<file path="src/rtl/psf_pkg.sv">
package psf_pkg;

  localparam int unsigned ADDR_W = 12;

  // Register addresses (software-visible encoding)
  localparam logic [ADDR_W-1:0] A_SSTATUS = 12'h100;
  localparam logic [ADDR_W-1:0] A_SIE     = 12'h104;
  localparam logic [ADDR_W-1:0] A_STVEC   = 12'h105;
  localparam logic [ADDR_W-1:0] A_SIP     = 12'h144;
  localparam logic [ADDR_W-1:0] A_MSTATUS = 12'h300;
  localparam logic [ADDR_W-1:0] A_MIDELEG = 12'h303;
  localparam logic [ADDR_W-1:0] A_MIE     = 12'h304;
  localparam logic [ADDR_W-1:0] A_MTVEC   = 12'h305;
  localparam logic [ADDR_W-1:0] A_UCNTEN  = 12'h320;
  localparam logic [ADDR_W-1:0] A_SCNTEN  = 12'h321;
  localparam logic [ADDR_W-1:0] A_MIP     = 12'h344;

  // Status word field positions
  localparam int B_SIE   = 1;
  localparam int B_MIE   = 3;
  localparam int B_SPIE  = 5;
  localparam int B_MPIE  = 7;
  localparam int B_SPP   = 8;
  localparam int B_MPP   = 11;  // 2 bits
  localparam int B_FS    = 13;  // 2 bits
  localparam int B_XS    = 15;  // 2 bits
  localparam int B_MPRV  = 17;
  localparam int B_PUM   = 18;
  localparam int B_VM    = 24;  // 5 bits
  localparam int VM_W    = 5;

  // Memory-mode encodings
  localparam logic [VM_W-1:0] VM_BARE = 5'd0;
  localparam logic [VM_W-1:0] VM_PG32 = 5'd8;
  localparam logic [VM_W-1:0] VM_PG39 = 5'd9;
  localparam logic [VM_W-1:0] VM_PG48 = 5'd10;

  // Interrupt bit positions
  localparam int I_SSW  = 1;
  localparam int I_MSW  = 3;
  localparam int I_STM  = 5;
  localparam int I_MTM  = 7;
  localparam int I_SEXT = 9;
  localparam int I_COP  = 12;

  localparam int CNTEN_W = 3;
  localparam int N_VEC   = 2;   // index 0: machine, 1: supervisor

  typedef struct packed {
    logic mstatus;
    logic sstatus;
    logic mip;
    logic sip;
    logic mie;
    logic sie;
    logic mideleg;
    logic mtvec;
    logic stvec;
    logic ucnten;
    logic scnten;
  } psf_sel_t;

endpackage

</file>
<file path="src/rtl/psf_decode.sv">
module psf_decode
  import psf_pkg::*;
(
  input  logic [ADDR_W-1:0] addr,
  output psf_sel_t          sel,
  output logic              bad
);

  always_comb begin
    sel         = '0;
    sel.mstatus = (addr == A_MSTATUS);
    sel.sstatus = (addr == A_SSTATUS);
    sel.mip     = (addr == A_MIP);
    sel.sip     = (addr == A_SIP);
    sel.mie     = (addr == A_MIE);
    sel.sie     = (addr == A_SIE);
    sel.mideleg = (addr == A_MIDELEG);
    sel.mtvec   = (addr == A_MTVEC);
    sel.stvec   = (addr == A_STVEC);
    sel.ucnten  = (addr == A_UCNTEN);
    sel.scnten  = (addr == A_SCNTEN);
  end

  assign bad = (sel == '0);

endmodule

</file>
<file path="src/rtl/psf_status.sv">
module psf_status
  import psf_pkg::*;
#(
  parameter int unsigned XLEN    = 64,
  parameter bit          HAS_EXT = 1'b1
)(
  input  logic            clk,
  input  logic            rst_n,
  input  logic            wr_en,
  input  logic [XLEN-1:0] wr_val,
  output logic [XLEN-1:0] status_q
);

  localparam logic [XLEN-1:0] ONE      = {{(XLEN-1){1'b0}}, 1'b1};
  localparam logic [XLEN-1:0] M_FS     = (ONE << B_FS) | (ONE << (B_FS + 1));
  localparam logic [XLEN-1:0] M_XS     = (ONE << B_XS) | (ONE << (B_XS + 1));
  localparam logic [XLEN-1:0] M_MPP    = (ONE << B_MPP) | (ONE << (B_MPP + 1));
  localparam logic [XLEN-1:0] M_VM     = ((ONE << VM_W) - ONE) << B_VM;
  localparam logic [XLEN-1:0] M_SD     = ONE << (XLEN - 1);
  localparam logic [XLEN-1:0] M_FIXED  = (ONE << B_SIE) | (ONE << B_MIE) |
                                         (ONE << B_SPIE) | (ONE << B_MPIE) |
                                         (ONE << B_SPP) | M_FS |
                                         (ONE << B_MPRV) | (ONE << B_PUM) |
                                         (HAS_EXT ? M_XS : '0);

  logic [VM_W-1:0] vm_new;
  logic [1:0]      mpp_new;
  logic            vm_legal;
  logic            mpp_legal;
  logic [XLEN-1:0] wmask;
  logic [XLEN-1:0] merged;
  logic            dirty;
  logic [XLEN-1:0] status_d;

  assign vm_new  = wr_val[B_VM +: VM_W];
  assign mpp_new = wr_val[B_MPP +: 2];

  generate
    if (XLEN == 64) begin : g_vm64
      assign vm_legal = (vm_new == VM_BARE) || (vm_new == VM_PG39) ||
                        (vm_new == VM_PG48);
    end else begin : g_vm32
      assign vm_legal = (vm_new == VM_BARE) || (vm_new == VM_PG32);
    end
  endgenerate

  assign mpp_legal = (mpp_new != 2'b10);

  always_comb begin
    wmask    = M_FIXED | (vm_legal ? M_VM : '0) | (mpp_legal ? M_MPP : '0);
    merged   = (status_q & ~wmask) | (wr_val & wmask);
    dirty    = (&merged[B_FS +: 2]) | (&merged[B_XS +: 2]);
    status_d = (merged & ~M_SD) | (dirty ? M_SD : '0);
  end

  always_ff @(posedge clk) begin
    if (!rst_n)     status_q <= '0;
    else if (wr_en) status_q <= status_d;
  end

endmodule

</file>
<file path="src/rtl/psf_irq.sv">
module psf_irq
  import psf_pkg::*;
#(
  parameter int unsigned XLEN = 64
)(
  input  logic            clk,
  input  logic            rst_n,
  input  logic            mip_we,
  input  logic            sip_we,
  input  logic            mie_we,
  input  logic            sie_we,
  input  logic            deleg_we,
  input  logic [XLEN-1:0] wdata,
  output logic [XLEN-1:0] mip_q,
  output logic [XLEN-1:0] mie_q,
  output logic [XLEN-1:0] deleg_q
);

  localparam logic [XLEN-1:0] ONE     = {{(XLEN-1){1'b0}}, 1'b1};
  localparam logic [XLEN-1:0] M_DELEG = (ONE << I_SSW) | (ONE << I_STM) |
                                        (ONE << I_SEXT) | (ONE << I_COP);
  localparam logic [XLEN-1:0] M_ALL   = M_DELEG | (ONE << I_MSW) | (ONE << I_MTM);
  localparam logic [XLEN-1:0] M_PEND  = (ONE << I_SSW) | (ONE << I_STM);

  logic [XLEN-1:0] pend_src, en_src;
  logic [XLEN-1:0] pend_d, en_d, deleg_d;

  always_comb begin
    // supervisor windows merge only the delegated bits into the machine word
    pend_src = sip_we ? ((mip_q & ~deleg_q) | (wdata & deleg_q)) : wdata;
    en_src   = sie_we ? ((mie_q & ~deleg_q) | (wdata & deleg_q)) : wdata;
    pend_d   = (mip_q & ~M_PEND) | (pend_src & M_PEND);
    en_d     = (mie_q & ~M_ALL) | (en_src & M_ALL);
    deleg_d  = (deleg_q & ~M_DELEG) | (wdata & M_DELEG);
  end

  always_ff @(posedge clk) begin
    if (!rst_n) begin
      mip_q   <= '0;
      mie_q   <= '0;
      deleg_q <= '0;
    end else begin
      if (mip_we || sip_we) mip_q   <= pend_d;
      if (mie_we || sie_we) mie_q   <= en_d;
      if (deleg_we)         deleg_q <= deleg_d;
    end
  end

endmodule

</file>
<file path="src/rtl/psf_trapcfg.sv">
module psf_trapcfg
  import psf_pkg::*;
#(
  parameter int unsigned     XLEN        = 64,
  parameter logic [XLEN-1:0] MTVEC_RESET = 'h100
)(
  input  logic                        clk,
  input  logic                        rst_n,
  input  logic [N_VEC-1:0]            vec_we,
  input  logic [1:0]                  cnt_we,
  input  logic [XLEN-1:0]             wdata,
  output logic [N_VEC-1:0][XLEN-1:0]  vec_q,
  output logic [1:0][CNTEN_W-1:0]     cnt_q
);

  localparam logic [XLEN-1:0] ALIGN = ~{{(XLEN-2){1'b0}}, 2'b11};

  generate
    for (genvar g = 0; g < N_VEC; g++) begin : g_vec
      localparam logic [XLEN-1:0] RST = (g == 0) ? (MTVEC_RESET & ALIGN) : '0;
      always_ff @(posedge clk) begin
        if (!rst_n)        vec_q[g] <= RST;
        else if (vec_we[g]) vec_q[g] <= wdata & ALIGN;
      end
    end

    for (genvar c = 0; c < 2; c++) begin : g_cnt
      always_ff @(posedge clk) begin
        if (!rst_n)         cnt_q[c] <= '0;
        else if (cnt_we[c]) cnt_q[c] <= wdata[CNTEN_W-1:0];
      end
    end
  endgenerate

endmodule

</file>
<file path="src/rtl/priv_status_filter.sv">
module priv_status_filter
  import psf_pkg::*;
#(
  parameter int unsigned     XLEN        = 64,
  parameter bit              HAS_EXT     = 1'b1,
  parameter logic [XLEN-1:0] MTVEC_RESET = 'h100
)(
  input  logic              clk,
  input  logic              rst_n,
  input  logic [ADDR_W-1:0] csr_addr,
  input  logic [XLEN-1:0]   csr_wdata,
  input  logic              csr_we,
  output logic [XLEN-1:0]   csr_rdata,
  output logic              csr_addr_bad
);

  localparam logic [XLEN-1:0] ONE    = {{(XLEN-1){1'b0}}, 1'b1};
  localparam logic [XLEN-1:0] M_SVIS = (ONE << B_SIE) | (ONE << B_SPIE) |
                                       (ONE << B_SPP) |
                                       (ONE << B_FS) | (ONE << (B_FS + 1)) |
                                       (ONE << B_XS) | (ONE << (B_XS + 1)) |
                                       (ONE << B_PUM);
  localparam logic [XLEN-1:0] M_SD   = ONE << (XLEN - 1);

  psf_sel_t        sel;
  logic            bad;
  logic            wr;
  logic [XLEN-1:0] st_q;
  logic [XLEN-1:0] st_wval;
  logic [XLEN-1:0] mip_q, mie_q, mideleg_q;
  logic [N_VEC-1:0][XLEN-1:0]    vec_q;
  logic [1:0][CNTEN_W-1:0]       cnt_q;
  logic            sv_dirty;
  logic [XLEN-1:0] sstatus_view;

  psf_decode u_dec (
    .addr (csr_addr),
    .sel  (sel),
    .bad  (bad)
  );

  assign wr = csr_we && !bad;

  // supervisor status writes are folded into a full status write
  assign st_wval = sel.sstatus ? ((st_q & ~M_SVIS) | (csr_wdata & M_SVIS))
                               : csr_wdata;

  psf_status #(.XLEN(XLEN), .HAS_EXT(HAS_EXT)) u_status (
    .clk      (clk),
    .rst_n    (rst_n),
    .wr_en    (wr && (sel.mstatus || sel.sstatus)),
    .wr_val   (st_wval),
    .status_q (st_q)
  );

  psf_irq #(.XLEN(XLEN)) u_irq (
    .clk      (clk),
    .rst_n    (rst_n),
    .mip_we   (wr && sel.mip),
    .sip_we   (wr && sel.sip),
    .mie_we   (wr && sel.mie),
    .sie_we   (wr && sel.sie),
    .deleg_we (wr && sel.mideleg),
    .wdata    (csr_wdata),
    .mip_q    (mip_q),
    .mie_q    (mie_q),
    .deleg_q  (mideleg_q)
  );

  psf_trapcfg #(.XLEN(XLEN), .MTVEC_RESET(MTVEC_RESET)) u_trap (
    .clk    (clk),
    .rst_n  (rst_n),
    .vec_we ({wr && sel.stvec, wr && sel.mtvec}),
    .cnt_we ({wr && sel.scnten, wr && sel.ucnten}),
    .wdata  (csr_wdata),
    .vec_q  (vec_q),
    .cnt_q  (cnt_q)
  );

  assign sv_dirty     = (&st_q[B_FS +: 2]) | (&st_q[B_XS +: 2]);
  assign sstatus_view = (st_q & M_SVIS) | (sv_dirty ? M_SD : '0);

  // one-hot select, AND-OR read mux
  always_comb begin
    csr_rdata = ({XLEN{sel.mstatus}} & st_q)
              | ({XLEN{sel.sstatus}} & sstatus_view)
              | ({XLEN{sel.mip}}     & mip_q)
              | ({XLEN{sel.sip}}     & (mip_q & mideleg_q))
              | ({XLEN{sel.mie}}     & mie_q)
              | ({XLEN{sel.sie}}     & (mie_q & mideleg_q))
              | ({XLEN{sel.mideleg}} & mideleg_q)
              | ({XLEN{sel.mtvec}}   & vec_q[0])
              | ({XLEN{sel.stvec}}   & vec_q[1])
              | ({XLEN{sel.ucnten}}  & {{(XLEN-CNTEN_W){1'b0}}, cnt_q[0]})
              | ({XLEN{sel.scnten}}  & {{(XLEN-CNTEN_W){1'b0}}, cnt_q[1]});
  end

  assign csr_addr_bad = bad;

endmodule

</file>
<file path="config.mk">
export PLATFORM = sky130hd
export DESIGN_NAME = priv_status_filter
export DESIGN_NICKNAME = d
export VERILOG_FILES = /design/src/rtl/psf_pkg.sv /design/src/rtl/psf_decode.sv /design/src/rtl/psf_status.sv /design/src/rtl/psf_irq.sv /design/src/rtl/psf_trapcfg.sv /design/src/rtl/priv_status_filter.sv
export SDC_FILE = /design/constraint.sdc
export NUM_CORES = 1
export LEC_CHECK = 0
export BUFFER_PORTS_ARGS = -buffer_cell sky130_fd_sc_hd__buf_2
export CORE_MARGIN = 2
export CORE_UTILIZATION = 59
export DETAILED_ROUTE_END_ITERATION = 16
export PLACE_DENSITY = 0.84
export SYNTH_ARGS = -nofsm -noshare
export SYNTH_HDL_FRONTEND = slang
export SYNTH_SLANG_ARGS = --single-unit
</file>
<file path="constraint.sdc">
create_clock -name clk -period 4.3 [get_ports clk]
set_input_delay 0.43 -clock clk [delete_from_list [all_inputs] [get_ports clk]]
set_output_delay 0.43 -clock clk [all_outputs]
set_load 0.05 [all_outputs]
</file>
Yosys cells after proc, flatten, opt, wreduce, memory -nomap -nowiden. Cells that the tools add are included.

Register bits after elaboration: 386. Input bits: 79. Output and inout port bits: 65. Logic and storage cells: 94.

Eq/ne operators: 14. Mux-type cells: 7. Bitwise operators: 42. Reductions and logical operators: 23.

Operators with widths (count): bitwise AND 64 bit (11); bitwise OR 64 bit (10); bitwise AND 64 x 3 -> 64 bit (2); two-way mux 64 bit (2); bitwise OR 64 x 13 -> 64 bit (2); bitwise AND 63 bit (2); bitwise OR 63 bit (2); equality test 12 x 10 -> 1 bit (second input constant) (7); bitwise OR 19 x 64 -> 64 bit (1); bitwise OR 63 x 64 -> 64 bit (1); bitwise OR 64 x 6 -> 64 bit (1); two-way mux 63 bit (1); inverter 63 bit (1); bitwise OR 63 x 19 -> 63 bit (1); equality test 12 x 9 -> 1 bit (second input constant) (4); two-way mux 29 bit (1); bitwise AND 13 bit (2); two-way mux 13 bit (2); inverter 13 bit (1); bitwise OR 13 bit (1); logical AND 1 bit (11); logical NOT 11 bit (1); equality test 5 x 4 -> 1 bit (second input constant) (2); AND reduction 2 bit (4); other kinds (8) (13).

Logic depth before layout (Yosys ltp). Gate-level depths: netlist of the first run.

Depth after elaboration: 15. Gate-level depth with buffers: 8. Mapped depth without buffers: 4.

By module. Synthesis of the first run repeated with hierarchy kept, for this count alone.

Cell total of the unflattened synthesis: 1385. Area, all modules: 12373.1 um^2.

By module, submodules not included: psf_trapcfg (times used 1, cells an instance 423, area an instance 5018.6 um^2, sequential area each 2602.5 um^2); priv_status_filter (times used 1, cells an instance 573, area an instance 4152.7 um^2, sequential area each 0.0 um^2); psf_irq (times used 1, cells an instance 232, area an instance 1863.0 um^2, sequential area each 240.2 um^2); psf_status (times used 1, cells an instance 120, area an instance 1121.1 um^2, sequential area each 380.4 um^2); psf_decode (times used 1, cells an instance 37, area an instance 217.7 um^2, sequential area each 0.0 um^2).

Worst setup path after synthesis of the first run. Ideal clock, no wire load.

Path kind: input port to output port. Start point: in csr_addr[7]. End point: out csr_rdata[0]. Arrival time: 2.958 ns. Data required time: 3.870 ns. Setup slack: 0.912 ns. Stages: 3. Path buffers: 0. Path through: or3_1 > or4_1 > nor4_1.

Longest elaborated chain between the ends: 12. Elaborated cells on any way between the ends: 32. Classes of those cells: eq/ne (11); bitwise (21).

RTL lines: from (decl) (line priv_status_filter.sv:10) `input logic [ADDR_W-1:0] csr_addr,`; equality test 12 x 10 -> 1 bit or equality test 12 x 9 -> 1 bit (tied branches) (line psf_decode.sv:11, psf_decode.sv:12); bitwise AND 64 bit, on equally long branches (line priv_status_filter.sv:85, priv_status_filter.sv:86); bitwise OR 64 bit (line priv_status_filter.sv:86) `| ({XLEN{sel.sstatus}} & sstatus_view)`; bitwise OR 64 bit (line priv_status_filter.sv:87) `| ({XLEN{sel.mip}} & mip_q)`; bitwise OR 64 bit (line priv_status_filter.sv:88) `| ({XLEN{sel.sip}} & (mip_q & mideleg_q))`; bitwise OR 64 bit (line priv_status_filter.sv:89) `| ({XLEN{sel.mie}} & mie_q)`; bitwise OR 64 bit (line priv_status_filter.sv:90) `| ({XLEN{sel.sie}} & (mie_q & mideleg_q))`; bitwise OR 64 bit (line priv_status_filter.sv:91) `| ({XLEN{sel.mideleg}} & mideleg_q)`; bitwise OR 64 bit (line priv_status_filter.sv:92) `| ({XLEN{sel.mtvec}} & vec_q[0])`; bitwise OR 64 bit (line priv_status_filter.sv:93) `| ({XLEN{sel.stvec}} & vec_q[1])`; bitwise OR 64 bit (line priv_status_filter.sv:94) `| ({XLEN{sel.ucnten}} & {{(XLEN-CNTEN_W){1'b0}}, cnt_q[0]})`; bitwise OR 64 bit * (line priv_status_filter.sv:95) `| ({XLEN{sel.scnten}} & {{(XLEN-CNTEN_W){1'b0}}, cnt_q[1]});`; to (decl) (line priv_status_filter.sv:13) `output logic [XLEN-1:0] csr_rdata,`.

Every way passes the cells marked *; elsewhere a longest branch is shown, timed or not.

Worst setup path in the final report of the first run.
Start point: in csr_addr[0]. End point: out csr_rdata[13].

The elaborated chain is that of the path after synthesis.

==> flow_summary.json, run 1 <==
{
  "worst_ep_required_time_ns": 3.87,
  "maxSlewHeadroom_pct": 30.1,
  "grt_pass1_vias": 6357,
  "worst_pin_slew_ns": 1.05,
  "cts.path.max_buffers": 2,
  "sw_frac_of_total_pct": 21.6,
  "drt-met1-wl_mm": 8.57,
  "syn_area_per_cell_sq_um": 8.35,
  "clk_latency_ns": 0.42,
  "fin_crit_ns": 3.09,
  "drc": 0,
  "pwr_density_cell_mw_per_mm2": 361,
  "ys_top_cells_by_area": "dfxtp_1 43%, nand2_1 15%, a21boi_0 13%",
  "grt-ovfl-total": 0,
  "vias_per_cell": 5.76,
  "cts_made_buffers": 17,
  "cts_repair_resize_count": 0,
  "final_cell_mix": "304 x nand2_1, 161 x dfxtp_1, 142 x buf_2",
  "path_max_fanout": 16,
  "routed_wl_mm": 19.8,
  "grtUsageTotal_pct": 29.2,
  "die_w_microns": 116,
  "drive_gt1_share_pct": 20.9,
  "critPathArrivalTime_ns": 2.66,
  "grt_antenna_before_repair": 2,
  "synth_warnings": 0,
  "peakVddDrop_uv": 328,
  "finClkSkew_ns": 0.00486,
  "hold_path_depth": 3,
  "fp.dieArea_sq_mm": 0.0135,
  "ctsHoldBuffers": 0,
  "synth_edf_count": 0,
  "crit_path_start_kind": "input port",
  "wl_per_cell_microns": 16.8,
  "row_count": 41,
  "cts.sinks": 161,
  "slew_viol_final": 0,
  "place_congestion": 0.831,
  "top_layer": "met4",
  "synth_cell_types": 60,
  "placed_cell_area_sq_mm": 0.00820,
  "drt_iter0_markers": 599,
  "comb_power_share_pct": 4.2,
  "hp-class": "in -> reg",
  "max_freq_ghz": 0.324,
  "p_int_mw": 2.49,
  "yosysTopAreaCell": "dfxtp_1",
  "design_area_sq_mm": 0.00881,
  "p_leak_nw": 3.30,
  "r2r-end": "u_status.status_q[26]",
  "rr_worst_depth": 4,
  "netlist_area_sq_mm": 0.00743,
  "holdPathEnd": "u_trap.vec_q[8]",
  "hold_path.startpoint": "csr_wdata[8]",
  "critPathKind": "in -> out",
  "rsz0062_at_grt": "no",
  "clk_pin_slew_ns": 0.06,
  "final_common_cell": "nand2_1",
  "ios": 144,
  "power_frac_clock_pct": 48.9,
  "r2r_setup_slack_ns": 3.16,
  "syn_inst": 890,
  "seqPwrFrac_pct": 46.9,
  "post_cts_buffers": 0,
  "grt_pass1_wl_mm": 31.0,
  "drv_cap": 0,
  "fill_cells": 984,
  "clockRootBuffer": "clkbuf_16",
  "cts_tree": "built",
  "grt_max_degree": 129,
  "nNetsFinal": 1073,
  "vias": 6802,
  "met3_length_mm": 1.34,
  "drt_pass1_iterations": 6,
  "end_kind": "output port",
  "syn_nets": 969,
  "status": "completed",
  "area.growth.synth_to_final_pct": 18.5,
  "initial_core_util_pct": 59.6,
  "ys_seq_area_share_pct": 43.4,
  "final_core_util_pct": 70.7,
  "hold_viol_final": 0,
  "wl_met2_mm": 9.51,
  "core_sq_mm": 0.0125,
  "setup_viol": 0,
  "hpwl_mm": 12.0,
  "setup-tns-final_ns": 0,
  "p_sw_mw": 0.687,
  "port_buffers": 143,
  "ys_ff_latch": 161,
  "fin_ws_ns": 1.21,
  "async_reset_ff_share_pct": 0,
  "synth_top_area_share_pct": 43.4,
  "htreeDepth": 4,
  "fp.dieH_microns": 116,
  "ant_nets": 0,
  "dp_slack_ns": 1.26,
  "reg2reg_from": "u_status.status_q[25]",
  "post-route-period-util_pct": 71.8,
  "synth-main-ff-cell": "dfxtp_1"
}
[cells in the mapped netlist (all sizes together), types with 2 or more instances]
library cell and n:
nand3 6, xnor2 2, nor4b 5, nor4bb 3
o21ai 9, mux2 2, nor3 4, a22o 43
nor3b 4, nand2 304, buf 25, a221o 2
a21oi 2, and2 2, clkbuf 47, and3 4
nor2 9, o2111ai 4, and4 2, or4 4
inv 5, a21boi 136, o221ai 2, mux2i 24
nor4 7, nand3b 3, nor2b 20, nand4 10
a22oi 19, dfxtp 161
[layout make-up]
class | count | area [sq um] | share of cell area (%)
Multi-Input combinational cell | 652 | 3900 | 44.2
Sequential cell | 161 | 3220 | 36.6
Timing Repair Buffer | 157 | 848 | 9.63
Inverter | 5 | 18.8 | 0.213
Clock buffer | 20 | 457 | 5.18
Clock inverter | 12 | 151 | 1.72
Antenna cell | 1 | 2.50 | 0.0284
Tap cell | 172 | 215 | 2.44
[power groups by stage]
stage	Sequential [mW]	Clock, mW	Combinational (mW)
3_3_place_gp	1.52	0	0.132
4_1_cts	1.49	1.57	0.133
2_1_floorplan	1.52	0	0.0633
3_5_place_dp	1.52	0	0.132
6_report	1.49	1.56	0.135
5_1_grt	1.49	1.63	0.145
[state kept, by name, summed over array words and instances (netlist names)]
signal             count
u_irq.deleg_q          4
u_irq.mie_q            6
u_irq.mip_q            2
u_status.status_q     19
u_trap.cnt_q           6
u_trap.vec_q         124
[worst max-delay path, stage by stage]
cell	delay, ns
buf_2	0.21
or4_1	0.70
nor3_2	0.72
a22oi_1	0.18
nand2_1	0.14
buf_2	0.27
[cells by family after synthesis]
logic type	synth area share, %
buf+inv	4.29
flops	43.4
simple gates	24.5
xor+xnor	0.236
mux	3.53
compound gates	24.1
[per-layer routing]
metal	vias up	GRT usage (%)
met4	0	10.2
met2	225	47.8
met1	3258	37.2
met3	29	8.25
met5	-	0
li1	3290	-
[through the flow]
stage / hold slack [ns] / total power [mW] / std cells
floorplan: 0.419 / 1.59 / 890
detailed placement: 0.446 / 1.66 / 1147
finish: 0.258 / 3.18 / 1180
CTS: 0.241 / 3.19 / 1179
global route: 0.261 / 3.27 / 1179
global placement: 0.438 / 1.66 / 1147
[worst max path at each step]
stage                           start            end  slack, ns
after floorplan           csr_addr[7]   csr_rdata[0]       0.91
after CTS                 csr_addr[0]  csr_rdata[13]       1.24
after global placement    csr_addr[9]   csr_rdata[2]       1.29
after global routing      csr_addr[2]   csr_rdata[7]       1.08
after detailed placement  csr_addr[9]   csr_rdata[2]       1.26
final                     csr_addr[0]  csr_rdata[13]       1.21
(Power assumes the default switching activity.)
==> inputs of run 2 (changes only) <==
--- a/config.mk
+++ b/config.mk
@@ -7,9 +7,9 @@
 export LEC_CHECK = 0
 export BUFFER_PORTS_ARGS = -buffer_cell sky130_fd_sc_hd__buf_2
 export CORE_MARGIN = 2
-export CORE_UTILIZATION = 59
+export CORE_UTILIZATION = 50
 export DETAILED_ROUTE_END_ITERATION = 16
-export PLACE_DENSITY = 0.84
+export PLACE_DENSITY = 0.76
 export SYNTH_ARGS = -nofsm -noshare
 export SYNTH_HDL_FRONTEND = slang
 export SYNTH_SLANG_ARGS = --single-unit
==> constraint.sdc (replaced) <==
create_clock -name clk -period 2.6 [get_ports clk]
set_input_delay 0.26 -clock clk [delete_from_list [all_inputs] [get_ports clk]]
set_output_delay 0.26 -clock clk [all_outputs]
set_load 0.05 [all_outputs]
==> run 2 against run 1 <==
  * Flip-flop and latch count is the same
  * Sequential share of layout area shrank 0.73 points
  * Non-clock buffer count grew 21
  * Die area grew 17%
  * Critical path depth grew 1
  * Final area grew 2.0%
  * Power grew 58%
  * Global-route usage shrank 4.1 points
  * Critical path type unchanged
  * Largest cell class unchanged
==> flow_summary.json, run 2 (same netlist as run 1, synthesis figures left out) <==
{
  "status": "completed",
  "pwr_density_cell_mw_per_mm2": 560,
  "drive_gt1_share_pct": 22.4,
  "peakVddDrop_uv": 445,
  "cts_made_buffers": 17,
  "grt_pass1_vias": 6420,
  "final_common_cell": "nand2_1",
  "drv_cap": 0,
  "maxSlewHeadroom_pct": 61.5,
  "critPathArrivalTime_ns": 2.10,
  "path_max_fanout": 4,
  "power_frac_clock_pct": 46.2,
  "slowest_stage": "or4_1",
  "rr_worst_depth": 4,
  "clk_pin_slew_ns": 0.06,
  "max_freq_ghz": 0.424,
  "grtUsageTotal_pct": 25.1,
  "crit_path_start_kind": "input port",
  "drt_iter0_markers": 610,
  "grt-ovfl-total": 0,
  "regMostFlops": "u_trap.vec_q",
  "p_int_mw": 3.91,
  "rsz0062_at_grt": "no",
  "worst_ep_required_time_ns": 2.34,
  "die_w_microns": 126,
  "setup-tns-final_ns": 0,
  "initial_core_util_pct": 51.1,
  "final_cell_mix": "304 x nand2_1, 161 x dfxtp_1, 142 x buf_2",
  "finClkSkew_ns": 0.00390,
  "core_sq_mm": 0.0145,
  "max_stage_delay_ns": 0.54,
  "port_buffers": 143,
  "grt_pass1_wl_mm": 32.3,
  "fp.dieArea_sq_mm": 0.0159,
  "crit_family": "simple AND/OR/NAND/NOR gates",
  "cts_tree": "built",
  "ctsHoldBuffers": 0,
  "clockRootBuffer": "clkbuf_16",
  "vias": 6732,
  "drc": 0,
  "htreeDepth": 4,
  "largest_register_ffs": 124,
  "place_congestion": 0.822,
  "critPathKind": "in -> out",
  "slew_viol_final": 0,
  "r2r-end": "u_irq.mie_q[1]",
  "grt_max_degree": 63,
  "setup_viol": 0,
  "reg2reg_from": "u_irq.deleg_q[1]",
  "r2r_setup_slack_ns": 1.49,
  "p_leak_nw": 3.39,
  "ios": 144,
  "sw_frac_of_total_pct": 22.4,
  "path_depth": 7,
  "seqPwrFrac_pct": 49.0,
  "cts.sinks": 161,
  "drt_pass1_iterations": 5,
  "startpoint": "csr_addr[7]",
  "fp.dieH_microns": 126,
  "clk_latency_ns": 0.42,
  "post-route-period-util_pct": 90.7,
  "area.growth.synth_to_final_pct": 21.0,
  "holdWs_ns": 0.0927,
  "hold_viol_final": 0,
  "nNetsFinal": 1094,
  "hp-class": "in -> reg",
  "comb_power_share_pct": 4.8,
  "post_cts_buffers": 0,
  "worst_pin_slew_ns": 0.576,
  "ant_nets": 0,
  "hpwl_mm": 12.6,
  "cts.path.max_buffers": 2,
  "vias_per_cell": 5.55,
  "cts_repair_resize_count": 0,
  "endpoint": "csr_rdata[2]",
  "path_cells": "buf_2 > or3_1 > or4_1 > nor4_1 > buf_4 > a221o_1 > buf_2",
  "wl_per_cell_microns": 16.4,
  "cp_common_cell": "buf_2",
  "end_kind": "output port",
  "routed_wl_mm": 19.9,
  "row_count": 44,
  "worst-path-buf-inv": 3,
  "largestRegisters": "u_trap.vec_q: 124 flops, u_status.status_q: 19 flops",
  "grt_antenna_before_repair": 2,
  "p_sw_mw": 1.13,
  "fin_crit_ns": 2.36
}
[run 2: layout make-up]
class                   instances  area [sq um]
diodes                          2          5.00
clock buffers                  21           450
clock inverters                10          87.6
fillers                      1319          5540
inverters                       5          18.8
multi-input cells             652          3910
flip-flops and latches        161          3220
well taps                     184           230
repair buffers                178          1070
[run 2: worst register-to-register path, stage by stage (launching register included)]
cell and delay (ns):
dfxtp_1 0.32, or2_2 0.33, nand4_1 0.12, mux2i_1 0.19, nor2b_1 0.06
[run 2: how the worst min path moves through the flow]
stage / endpoint / from / cells after the start
after detailed placement: u_status.status_q[12] / u_status.status_q[12] / 2
after CTS: u_trap.vec_q[34] / csr_wdata[34] / 3
after global placement: u_trap.vec_q[77] / u_trap.vec_q[77] / 2
final: u_trap.vec_q[57] / csr_wdata[57] / 3
after global routing: u_trap.vec_q[4] / csr_wdata[4] / 3
after floorplan: u_trap.vec_q[8] / csr_wdata[8] / 2
[run 2: stage by stage]
stage	area [sq um]	power (mW)	setup WS, ns	util (%)	instances
5_1_grt	8990	5.19	0.156	61.8	1211
6_report	8990	5.03	0.241	61.9	1213
2_1_floorplan	7440	2.63	0.0594	-	890
3_3_place_gp	8450	2.76	0.222	58.1	1180
3_5_place_dp	8450	2.76	0.262	58.1	1180
4_1_cts	8990	5.08	0.240	61.8	1211
[run 2: per-layer routing]
metal	wire length (microns)	vias to the layer above	track usage, %
li1	-	3325	-
met1	8840	3171	31.9
met2	9230	216	41.2
met3	1510	20	7.73
met4	295	0	7.24
met5	0	-	0
[run 2: power groups by stage]
stage / logic (mW) / registers, mW / clock network [mW]
after floorplan: 0.105 / 2.52 / 0
after global placement: 0.235 / 2.52 / 0
after detailed placement: 0.236 / 2.52 / 0
after CTS: 0.238 / 2.47 / 2.38
after global routing: 0.257 / 2.47 / 2.46
final: 0.241 / 2.47 / 2.33
==> inputs of run 3 (changes only) <==
--- a/config.mk
+++ b/config.mk
@@ -7,9 +7,10 @@
 export LEC_CHECK = 0
 export BUFFER_PORTS_ARGS = -buffer_cell sky130_fd_sc_hd__buf_2
 export CORE_MARGIN = 2
-export CORE_UTILIZATION = 50
+export CORE_UTILIZATION = 40
+export CTS_BUF_LIST = sky130_fd_sc_hd__clkbuf_4 sky130_fd_sc_hd__clkbuf_8
 export DETAILED_ROUTE_END_ITERATION = 16
-export PLACE_DENSITY = 0.76
+export PLACE_DENSITY = 0.73
 export SYNTH_ARGS = -nofsm -noshare
 export SYNTH_HDL_FRONTEND = slang
 export SYNTH_SLANG_ARGS = --single-unit
==> run 3 against run 2 <==
  * Via count is 0.92% lower
  * Die area is 24% higher
  * Flip-flop and latch count unchanged
  * Maximum frequency is 0.19% higher
  * Sequential power about the same
  * Cell count up 3.7%
  * Sequential share of layout area grew 0.21 points
  * Critical path depth stayed put
  * Critical path type unchanged
  * Highest routed layer unchanged
==> flow_summary.json, run 3 (same netlist as run 1, synthesis figures left out) <==
{
  "core_sq_mm": 0.0181,
  "die_w_microns": 140,
  "grt-ovfl-total": 0,
  "drt_pass1_iterations": 5,
  "crit_path_start_kind": "input port",
  "setup_viol": 0,
  "maxSlewHeadroom_pct": 62.5,
  "grt_pass1_wl_mm": 32.6,
  "worst_ep_required_time_ns": 2.34,
  "ctsHoldBuffers": 0,
  "fin_crit_ns": 2.36,
  "cts.path.max_buffers": 2,
  "htreeDepth": 4,
  "p_leak_nw": 3.34,
  "drv_cap": 0,
  "largest_register_ffs": 124,
  "drc": 0,
  "cts_tree": "built",
  "grt_max_degree": 103,
  "end_kind": "output port",
  "post-route-period-util_pct": 90.6,
  "drt_iter0_markers": 509,
  "routed_wl_mm": 19.9,
  "finClkSkew_ns": 0.00609,
  "peakVddDrop_uv": 377,
  "place_congestion": 0.814,
  "hpwl_mm": 13.1,
  "initial_core_util_pct": 41.1,
  "drive_gt1_share_pct": 22.8,
  "wl_per_cell_microns": 15.8,
  "ant_nets": 0,
  "r2r_setup_slack_ns": 1.46,
  "grt_antenna_before_repair": 0,
  "port_buffers": 143,
  "path_max_fanout": 4,
  "hold_viol_final": 0,
  "final_cell_mix": "304 x nand2_1, 161 x dfxtp_1, 142 x buf_2",
  "area.growth.synth_to_final_pct": 20.3,
  "fp.dieH_microns": 140,
  "row_count": 49,
  "holdWs_ns": 0.0544,
  "clockRootBuffer": "clkbuf_8",
  "final_common_cell": "nand2_1",
  "nNetsFinal": 1096,
  "vias": 6670,
  "max_freq_ghz": 0.425,
  "grt_pass1_vias": 6457,
  "n_antenna_cell": 0,
  "clk_latency_ns": 0.45,
  "critPathArrivalTime_ns": 2.10,
  "largestRegisters": "u_trap.vec_q: 124 flops, u_status.status_q: 19 flops",
  "hp-class": "in -> reg",
  "post_cts_buffers": 0,
  "cts.sinks": 161,
  "regMostFlops": "u_trap.vec_q",
  "fill_cells": 1696,
  "ios": 144,
  "setup-tns-final_ns": 0,
  "rsz0062_at_grt": "no",
  "vias_per_cell": 5.30,
  "pwr_density_cell_mw_per_mm2": 520,
  "fp.dieArea_sq_mm": 0.0197,
  "register_area_sq_mm": 0.00322,
  "clk_pin_slew_ns": 0.09,
  "slew_viol_final": 0,
  "grtUsageTotal_pct": 20.4,
  "status": "completed",
  "cts_repair_resize_count": 0,
  "cts_made_buffers": 17,
  "critPathKind": "in -> out",
  "worst_pin_slew_ns": 0.562,
  "multi_input_area_sq_mm": 0.00391
}
## run 3: cell count changes in the layout (fill, tap and decap cells not counted), sizes merged
cell and change:
clkinvlp +1, clkbuf -2, inv +1, clkinv -2, buf +2, diode -2
bufinv +2
## run 3: path summary, 6_finish.rpt
check | depth (start not counted) | to | start
max | 7 | csr_rdata[2] | csr_addr[7]
min | 3 | u_trap.vec_q[113] | csr_wdata[49]
max reg2reg | 4 | u_status.status_q[26] | u_status.status_q[25]
min reg2reg | 2 | u_status.status_q[17] | u_status.status_q[17]
## run 3: area by class of cell
type                       count  area share [%]
clock buffer                  19            2.93
timing repair buffer         180            12.1
tap                          229            3.21
inverter                       5           0.210
clock inverter                12            1.76
multi-input combinational    652            43.7
sequential                   161            36.1
## run 3: stage by stage
stage	power [mW]	setup WS (ns)	util [%]	instance area, sq um	instances
CTS	4.71	0.252	49.4	8940	1258
global route	4.83	0.143	49.4	8940	1258
detailed placement	2.75	0.258	47.1	8520	1227
floorplan	2.63	0.0594	-	7440	890
finish	4.65	0.245	49.4	8940	1258
global placement	2.76	0.248	47.1	8520	1227
## run 3: report_power, final
| part | total, mW | internal, mW | leakage (nW) | switching (mW) |
|---|---|---|---|---|
| combinational | 0.236 | 0.105 | 1.84 | 0.131 |
| clock | 1.95 | 1.00 | 0.205 | 0.951 |
| sequential | 2.46 | 2.46 | 1.30 | 0.0000568 |
## run 3: worst max-delay path, stage by stage
cell     delay (ns)
buf_2          0.12
or3_1          0.38
or4_1          0.55
nor4_1         0.25
buf_4          0.17
a221o_1        0.10
buf_2          0.26
## run 3: layer usage
metal,track usage (%),part of all wire [%],wire (microns),vias up
li1,-,-,-,3324
met1,27.0,46,9140,3136
met2,32.3,46,9100,198
met3,6.05,7.2,1420,12
met4,5.79,1.1,211,0
met5,0,0,0,-
